**src/rtl/strided_dma.sv**
```systemverilog
module strided_dma #(
  parameter int LAW = 12,
  parameter int EAW = 24,
  parameter int CW  = 8,
  parameter int SW  = 12,
  parameter int ALN = 3
) (
  input  logic                  clk,
  input  logic                  rst_n,
  input  logic                  start,
  input  logic                  to_ext,
  input  logic [LAW:0]          loc_addr_in,
  input  logic [EAW-1:0]        ext_addr_in,
  input  logic [LAW+CW+SW-1:0]  len_in,
  output logic [LAW-1:0]        loc_addr,
  output logic                  loc_bank,
  output logic                  loc_re,
  input  logic [7:0]            loc_rdata,
  output logic                  loc_we,
  output logic [7:0]            loc_wdata,
  output logic [EAW-1:0]        ext_addr,
  output logic                  ext_re,
  input  logic [7:0]            ext_rdata,
  output logic                  ext_we,
  output logic [7:0]            ext_wdata,
  output logic                  busy,
  output logic                  done,
  output logic [LAW-1:0]        cur_loc_addr,
  output logic                  cur_bank,
  output logic [EAW-1:0]        cur_ext_addr,
  output logic [LAW+CW+SW-1:0]  len_rd
);

  localparam int LW  = LAW + CW + SW;
  localparam int RLW = LAW + 1;
  localparam logic [LAW-1:0] LMASK = {{(LAW-ALN){1'b1}}, {ALN{1'b0}}};
  localparam logic [EAW-1:0] EMASK = {{(EAW-ALN){1'b1}}, {ALN{1'b0}}};
  localparam logic [RLW-1:0] RMASK = {{(RLW-ALN){1'b1}}, {ALN{1'b0}}};

  logic           issuing, dir_q, bank_q;
  logic [RLW-1:0] rowlen_q, j_q;
  logic [CW-1:0]  cnt_q, row_q;
  logic [SW-1:0]  skip_q;
  logic [LAW-1:0] lbase, wr_la;
  logic [EAW-1:0] ebase, wr_ea;
  logic           wr_vld, wr_last;

  wire            accept    = start & ~busy;
  wire [RLW-1:0]  rl_new    = ({1'b0, len_in[LAW-1:0]} + RLW'(1 << ALN)) & RMASK;
  wire            last_byte = (j_q == rowlen_q - RLW'(1));
  wire            last_row  = (row_q == cnt_q);
  wire [LAW-1:0]  lcur      = lbase + j_q[LAW-1:0];
  wire [EAW-1:0]  ecur      = ebase + EAW'(j_q);
  wire [EAW-1:0]  estep     = EAW'(rowlen_q) + (last_row ? '0 : EAW'(skip_q));
  wire            finish    = wr_vld & wr_last;

  always_ff @(posedge clk) begin
    if (!rst_n) begin
      busy <= 1'b0; issuing <= 1'b0; dir_q <= 1'b0; bank_q <= 1'b0;
      rowlen_q <= '0; j_q <= '0; cnt_q <= '0; row_q <= '0; skip_q <= '0;
      lbase <= '0; ebase <= '0;
    end else if (accept) begin
      busy     <= 1'b1;
      issuing  <= 1'b1;
      dir_q    <= to_ext;
      bank_q   <= loc_addr_in[LAW];
      rowlen_q <= rl_new;
      cnt_q    <= len_in[LAW +: CW];
      skip_q   <= len_in[LW-1 -: SW];
      row_q    <= '0;
      j_q      <= '0;
      lbase    <= loc_addr_in[LAW-1:0] & LMASK;
      ebase    <= ext_addr_in & EMASK;
    end else begin
      if (finish) busy <= 1'b0;
      if (issuing) begin
        if (last_byte) begin
          j_q   <= '0;
          lbase <= (lbase + rowlen_q[LAW-1:0]) & LMASK;
          ebase <= (ebase + estep) & EMASK;
          if (last_row) issuing <= 1'b0;
          else          row_q   <= row_q + CW'(1);
        end else begin
          j_q <= j_q + RLW'(1);
        end
      end
    end
  end

  always_ff @(posedge clk) begin
    if (!rst_n) begin
      wr_vld <= 1'b0; wr_last <= 1'b0; wr_la <= '0; wr_ea <= '0;
    end else begin
      wr_vld  <= issuing;
      wr_last <= issuing & last_byte & last_row;
      wr_la   <= lcur;
      wr_ea   <= ecur;
    end
  end

  always_ff @(posedge clk) begin
    if (!rst_n) begin
      done <= 1'b0; cur_loc_addr <= '0; cur_bank <= 1'b0; cur_ext_addr <= '0; len_rd <= '0;
    end else begin
      done <= finish;
      if (accept) len_rd <= len_in;
      else if (finish) begin
        cur_loc_addr <= lbase;
        cur_bank     <= bank_q;
        cur_ext_addr <= ebase;
        len_rd       <= {len_rd[LW-1 -: SW], {CW{1'b0}}, LMASK};
      end
    end
  end

  assign loc_bank  = bank_q;
  assign loc_re    = issuing & dir_q;
  assign ext_re    = issuing & ~dir_q;
  assign loc_addr  = dir_q ? lcur : wr_la;
  assign ext_addr  = dir_q ? wr_ea : ecur;
  assign loc_we    = wr_vld & ~dir_q;
  assign ext_we    = wr_vld & dir_q;
  assign loc_wdata = ext_rdata;
  assign ext_wdata = loc_rdata;

  a_r9_done_not_busy: assert property (@(posedge clk) disable iff (!rst_n) done |-> !busy);
  a_r9_done_pulse: assert property (@(posedge clk) disable iff (!rst_n) done |=> !done);
  a_r9_busy_from_start: assert property (@(posedge clk) disable iff (!rst_n) $rose(busy) |-> $past(start));
  a_r10_start_ignored: assert property (@(posedge clk) disable iff (!rst_n)
    (busy && start) |=> ($stable(rowlen_q) && $stable(skip_q) && $stable(dir_q) && $stable(cnt_q)));
  a_r6_aligned_result: assert property (@(posedge clk) disable iff (!rst_n)
    done |-> (cur_loc_addr[ALN-1:0] == '0 && cur_ext_addr[ALN-1:0] == '0));
  a_r7_len_rewritten: assert property (@(posedge clk) disable iff (!rst_n)
    done |-> (len_rd[LAW+CW-1:0] == {{CW{1'b0}}, LMASK}));
  a_r11_write_follows_read: assert property (@(posedge clk) disable iff (!rst_n)
    (loc_re || ext_re) |=> (loc_we || ext_we));
  a_r8_single_dest: assert property (@(posedge clk) disable iff (!rst_n) !(loc_we && ext_we));

endmodule

```
**config.mk**
```make
export PLATFORM = sky130hd
export DESIGN_NAME = strided_dma
export DESIGN_NICKNAME = d
export VERILOG_FILES = /design/src/rtl/strided_dma.sv
export SDC_FILE = /design/constraint.sdc
export NUM_CORES = 1
export LEC_CHECK = 0
export BUFFER_PORTS_ARGS = -buffer_cell sky130_fd_sc_hd__buf_4
export CAP_MARGIN = 20
export CELL_PAD_IN_SITES_DETAIL_PLACEMENT = 0
export CELL_PAD_IN_SITES_GLOBAL_PLACEMENT = 1
export CORE_MARGIN = 5
export CORE_UTILIZATION = 42
export CTS_BUF_LIST = sky130_fd_sc_hd__clkbuf_4
export CTS_CLUSTER_DIAMETER = 150
export DETAILED_ROUTE_END_ITERATION = 16
export GPL_TIMING_DRIVEN = 0
export HOLD_SLACK_MARGIN = 0.08
export PLACE_DENSITY = 0.91
export SYNTH_ARGS = -nofsm -noshare
export SYNTH_HDL_FRONTEND = slang
export SYNTH_SLANG_ARGS = --single-unit
```
**constraint.sdc**
```tcl
create_clock -name clk -period 5.4 [get_ports clk]
set_input_delay 0.27 -clock clk [delete_from_list [all_inputs] [get_ports clk]]
set_output_delay 0.27 -clock clk [all_outputs]
set_load 0.01 [all_outputs]
```
======== Yosys cells after proc, flatten, opt, wreduce, memory -nomap -nowiden ========
Cells that the tools add are included.
W data, S select, Z words.
word-level totals
  flip-flop bits (word level) ............. 187
  bits in latches ......................... 0
  bits in writable memories ............... 0
  memory bits (read-only) ................. 0
  output and inout port bits .............. 128
  word-level logic and storage cells ...... 70
  memories kept ........................... 0
cells by class
  add/sub/neg operators ................... 9
  multipliers ............................. 0
  divide/modulo/power cells ............... 0
  order comparisons ....................... 0
  eq/ne operators ......................... 2
  shift operators ......................... 0
  multiplexer cells ....................... 18
  bitwise operators ....................... 13
  reductions and logical operators ........ 7
operators by type and width
  kind                     count
  $mux W24                 4
  $mux W12                 5
  $mux W32                 1
  $add A12 B12 Y12         2
  $add A24 B13 Y24         1
  $add A24 B14 Y24         1
  $mux W20                 1
  $add A13 B12 Y14         1
  $add A12 B4 Y13 const B  1
  $add A13 B1 Y13 const B  1
  $eq A13 B13 Y1           1
  $mux W13                 1
  $sub A13 B1 Y13 const B  1
  $add A8 B1 Y8 const B    1
  $and A1 B1 Y1            8
  $eq A8 B8 Y1             1
  $mux W1                  6
  $reduce_bool A2 Y1       3
  $not A1 Y1               5
  $reduce_and A2 Y1        2
  $reduce_and A3 Y1        1
  $reduce_or A2 Y1         1

======== Longest topological paths before layout ========
  depth after elaboration ................. 7
  mapped depth ............................ 18
  gate-level depth less buffers ........... 16

======== Least setup slack after synthesis ========
OpenSTA, ideal clock, no wires.
  path type ............................... register to register
  start ................................... reg row_q[0]
  end ..................................... reg ebase[20]
  arrival ................................. 3799 ps
  required time ........................... 5284 ps
  slack ................................... 1485 ps
  cell stages (with the launch flop) ...... 18
  buffers on the path ..................... 2
  path through ............................ dfxtp_1 xor2_1 nor4_1 nand2_1 clkbuf_1 and2_1 fa_1 ha_1 inv_1 fa_1 nor2b_1 o2111ai_1 a31oi_1 o21ai_0 and2_2 clkbuf_1 or4_1 and3_1
between the ends
  word-level cells in the longest chain between the ends .. 7
ends and longest elaborated chain
  element                   RTL line  source
  start: declaration        42        logic [CW-1:0] cnt_q, row_q;
  start signal: assignment  82        else row_q <= row_q + CW'(1);
  $eq A8 B8 Y1              51        wire last_row = (row_q == cnt_q);
  $mux W12                  54        wire [EAW-1:0] estep = EAW'(rowlen_q) + (last_row ? '0 : EAW'(skip_q));
  $add A13 B12 Y14          54
  $add A24 B14 Y24          80        ebase <= (ebase + estep) & EMASK;
  $mux W24                  77        if (last_byte) begin
  $mux W24                  76        if (issuing) begin
  $mux W24                  62        end else if (accept) begin
  end signal: assignment    73        ebase <= ext_addr_in & EMASK;
  end signal: assignment    80
  end: declaration          45        logic [EAW-1:0] ebase, wr_ea;
No other way between the ends. The select of a mux whose other input is x is not followed.
A chain may end at the register's enable or synchronous reset.

======== Worst setup path after layout ========
Same ends and word-level chain as after synthesis.

==> key figures <==
Outcome
  • Status: finished clean

Timing
  • Slew at the pin closest to its max-slew limit: 0.903 ns
  • Post-Route Skew: 0.0258 ns
  • Number of setup violations in the final report: 0
  • Unrepaired setup endpoints after global routing: false
  • Time the final worst path needs with I/O delays and setup: 4.61 ns
  • Crit share post-route: 0.854
  • Number of max-slew violations in the final report: 0
  • Worst setup margin: 0.789 ns
  • Rel. slew slack: 0.398
  • Total negative slack for setup checks: 0 ns
  • Achievable Freq: 217 MHz
  • Final-report hold violation count: 0

Clocking
  • Cell at the root of the clock tree: clkbuf_4
  • Clock-pin slew on the worst setup and hold paths: 0.16 ns
  • Sinks on Clock Net: 181
  • Total of cells resized after clock tree synthesis: 0
  • Skew-Pair Late Insertion Delay: 0.60 ns
  • CTS H-Tree Depth: 4
  • Number of buffers added by the clock tree synthesis step: 17
  • Postcts setup bufs: 0
  • Max Root-Sink Buffers: 2
  • CTS tree: built

Route
  • Number of vias per cell: 5.33
  • Via count: 9119
  • DRC violation count after routing: 0
  • Antenna-violating nets left: 0
  • First DRT Iteration DRCs: 803
  • Drt total wl: 30300 µm
  • Routed length per placed instance: 17.7 µm
  • First drt pass iteration count: 7

GRT
  • Largest net degree at the start of global routing: 17
  • Number of antenna violations at the first check in global routing: 1
  • Global Route Usage Sum: 0.229
  • Total congestion overflow after global routing: 0
  • Vias in the first global route: 8985
  • First-pass GRT wire length: 48000 µm

Pwr
  • Maximum VDD drop: 143 µV
  • Pleak: 5.44 nW
  • Total Power: 2.88 mW
  • PwrDens: 233 nW/µm²

Final layout
  • Post-layout nets: 1554
  • Signed area change from the synthesized netlist to the final layout: 27.3%
  • Fill cells: 2151
  • Proportion of layout cells with a drive suffix above 1: 0.213
  • Post-Layout Inst Area: 12400 µm²
  • Leading cell types in the layout, fill and taps excluded: buf_4 (214), nand2_1 (182), dfxtp_1 (181), a21oi_1 (106), nor2_1 (70)
  • Most frequent standard cell in the layout excluding fill and tap cells: buf_4

Worst setup path
  • Worst Setup Start Kind: flip-flop
  • Source of the critical timing path: row_q[0]$_SDFFE_PP0P_
  • CP endpoint: ebase[20]$_SDFFE_PN0P_
  • Slowest cell on crit path: dfxtp_1
  • Worst-path cell chain: xor2_1, nor4_1, nand2_1, clkbuf_1, and2_1, fa_1, ha_1, inv_1, fa_1, nor2b_1, o2111ai_1, a31oi_1, o21ai_0, and2_2, clkbuf_1, or4_1, and3_1
  • Largest stage delay on the critical path: 0.51 ns
  • Crit Path Category: reg2reg
  • Critical Path End Type: flip-flop
  • Register-to-Register Path Depth: 17
  • Arrival time worst endpoint: 5.13 ns
  • RR Endpoint: ebase[20]$_SDFFE_PN0P_
  • Data required time of the critical path: 5.92 ns
  • Worst Path Max Fanout: 10
  • Origin of the critical flop-to-flop path: row_q[0]$_SDFFE_PP0P_
  • Reg-to-reg setup timing slack: 0.79 ns

Placed design
  • Cell area reported after detailed placement: 11500 µm²
  • DPL Wire Length: 23100 µm
  • Worst slack at placement: 0.870 ns
  • Final Wtd Congestion: 0.960
  • Number of buffer cells added on primary ports: 188

Logic synthesis
  • Post-synthesis cell type count: 75
  • Top FF cell, synth: dfxtp_1
  • Proportion of netlist area held by the largest area contributor: 0.373
  • FFs w/ async S/R, synth: 0
  • Synth Cell Area: 9730 µm²
  • Flip-flop and latch count after synthesis: 181
  • Number of enable-type register cells in the synthesized netlist: 0
  • Per-instance average area after synthesis: 8.54 µm²
  • Count of mapped cells out of synthesis: 1139
  • Portion of the post-synthesis area used by sequential elements: 0.373
  • Number of warning messages in the yosys log: 0
  • Biggest area contributors in the synthesized netlist: dfxtp_1 (37%), nand2_1 (7.0%), a21oi_1 (5.5%), ha_1 (5.3%), xor2_1 (3.5%)
  • Post-synth top area cell: dfxtp_1

Floorplanning
  • Placement Rows: 55
  • Initial standard-cell utilization of the core: 0.428
  • Vertical extent of the die: 162 µm
  • Horizontal extent of the die: 162 µm
  • Area of the die: 26300 µm²
  • Placeable core region: 22700 µm²
  • Top Ports: 217

Run
  • Number of maximum-capacitance constraint violations: 0

Hold path
  • Worst Hold Path Cells: 3
  • Hold WC Path Type: in2reg
## critical path: cells and delay by family (launching register included)
kind                     cells  cell delay, ns
AO/OA/AOI/OAI                3            0.60
adder cells (fa/ha/maj)      3            1.03
flip-flops                   1            0.51
buffers and inverters        3            0.49
AND/OR/NAND/NOR              7            1.78
XOR/XNOR                     1            0.11
## repair_timing
| action | CTS | global route |
|---|---|---|
| setup endpoints to repair | 0 | 0 |
| hold buffers | 60 | 0 |
| endpoints found under the hold margin | 85 | 0 |
## metrics by stage
| stage | hold WS, ns | utilization | cells |
|---|---|---|---|
| 2_1_floorplan | 0.366 | - | 1144 |
| 3_3_place_gp | 0.441 | 0.507 | 1617 |
| 3_5_place_dp | 0.445 | 0.507 | 1617 |
| 4_1_cts | 0.0847 | 0.545 | 1709 |
| 5_1_grt | 0.124 | 0.545 | 1710 |
| 6_report | 0.0832 | 0.545 | 1710 |
## routing by layer
metal | vias to the layer above | share of wire | global-route usage
met5 | - | 0 | 0
met4 | 0 | 0.029 | 0.0834
met3 | 52 | 0.071 | 0.0480
met2 | 340 | 0.45 | 0.363
met1 | 4252 | 0.45 | 0.310
li1 | 4475 | - | -
## synthesized netlist by cell type (3+ instances only)
cell type,instances
buf_6,3
fa_1,13
o221a_2,9
buf_4,26
a22o_1,10
a21boi_0,4
and2_1,36
nand3b_1,3
nand2b_1,6
nand4_1,14
o21ai_1,4
nor3b_1,3
o211ai_1,6
clkbuf_1,52
a31oi_1,5
a21oi_1,106
or4_1,4
inv_1,28
nor4_1,8
or3_1,14
a22oi_1,3
nand3_1,30
nand2_1,182
nor3_1,13
dfxtp_1,181
a211oi_1,18
nor2b_1,8
o21ai_0,43
mux2_2,25
nor2_1,70
or2_2,4
a21o_1,4
and3_1,14
xnor2_1,38
o31ai_1,3
xor2_1,39
ha_1,41
mux2i_1,22
o311ai_1,3
o21a_1,3
## worst min-delay path by stage
| stage | start | end | slack [ns] |
|---|---|---|---|
| CTS | ext_addr_in[22] | ebase[22]$_SDFFE_PN0P_ | 0.08 |
| floorplan | len_in[3] | rowlen_q[3]$_SDFFE_PN0P_ | 0.37 |
| detailed placement | skip_q[4]$_SDFFE_PN0P_ | skip_q[4]$_SDFFE_PN0P_ | 0.45 |
| global route | ext_addr_in[18] | ebase[18]$_SDFFE_PN0P_ | 0.12 |
| finish | ext_addr_in[13] | ebase[13]$_SDFFE_PN0P_ | 0.08 |
| global placement | skip_q[4]$_SDFFE_PN0P_ | skip_q[4]$_SDFFE_PN0P_ | 0.44 |
## cell type report
class / count / area, µm² / share of cell area
repair buffers: 248 / 2010 / 0.163
multi-input cells: 849 / 5550 / 0.448
well taps: 285 / 357 / 0.0288
clock inverters: 14 / 128 / 0.0103
clock buffers: 18 / 135 / 0.0109
diodes: 1 / 2.50 / 0.000202
plain buffers: 86 / 465 / 0.0376
flip-flops and latches: 181 / 3620 / 0.293
inverters: 28 / 105 / 0.00849
## sequential cells by signal, indices dropped and copies added (netlist names), 10 cells and up
name          cells
len_rd           32
cur_ext_addr     21
ebase            21
wr_ea            21
j_q              13
wr_la            12
rowlen_q         10
## logic make-up after synthesis
group           after synthesis  share of synthesized area
fa+ha+maj                    54                     0.0795
simple gates                425                      0.210
buf+inv                     114                     0.0587
mux                          47                     0.0516
flops                       181                      0.373
xor+xnor                     78                     0.0717
compound gates              239                      0.156
other cells                   1                   0.000386
## power breakdown
part	switching (mW)	internal (mW)	leakage [nW]	total [mW]
Clock	0.509	0.238	0.142	0.747
Combinational	0.344	0.314	3.82	0.658
Sequential	0.0747	1.40	1.48	1.48
Power figures use the tool's default switching activity.
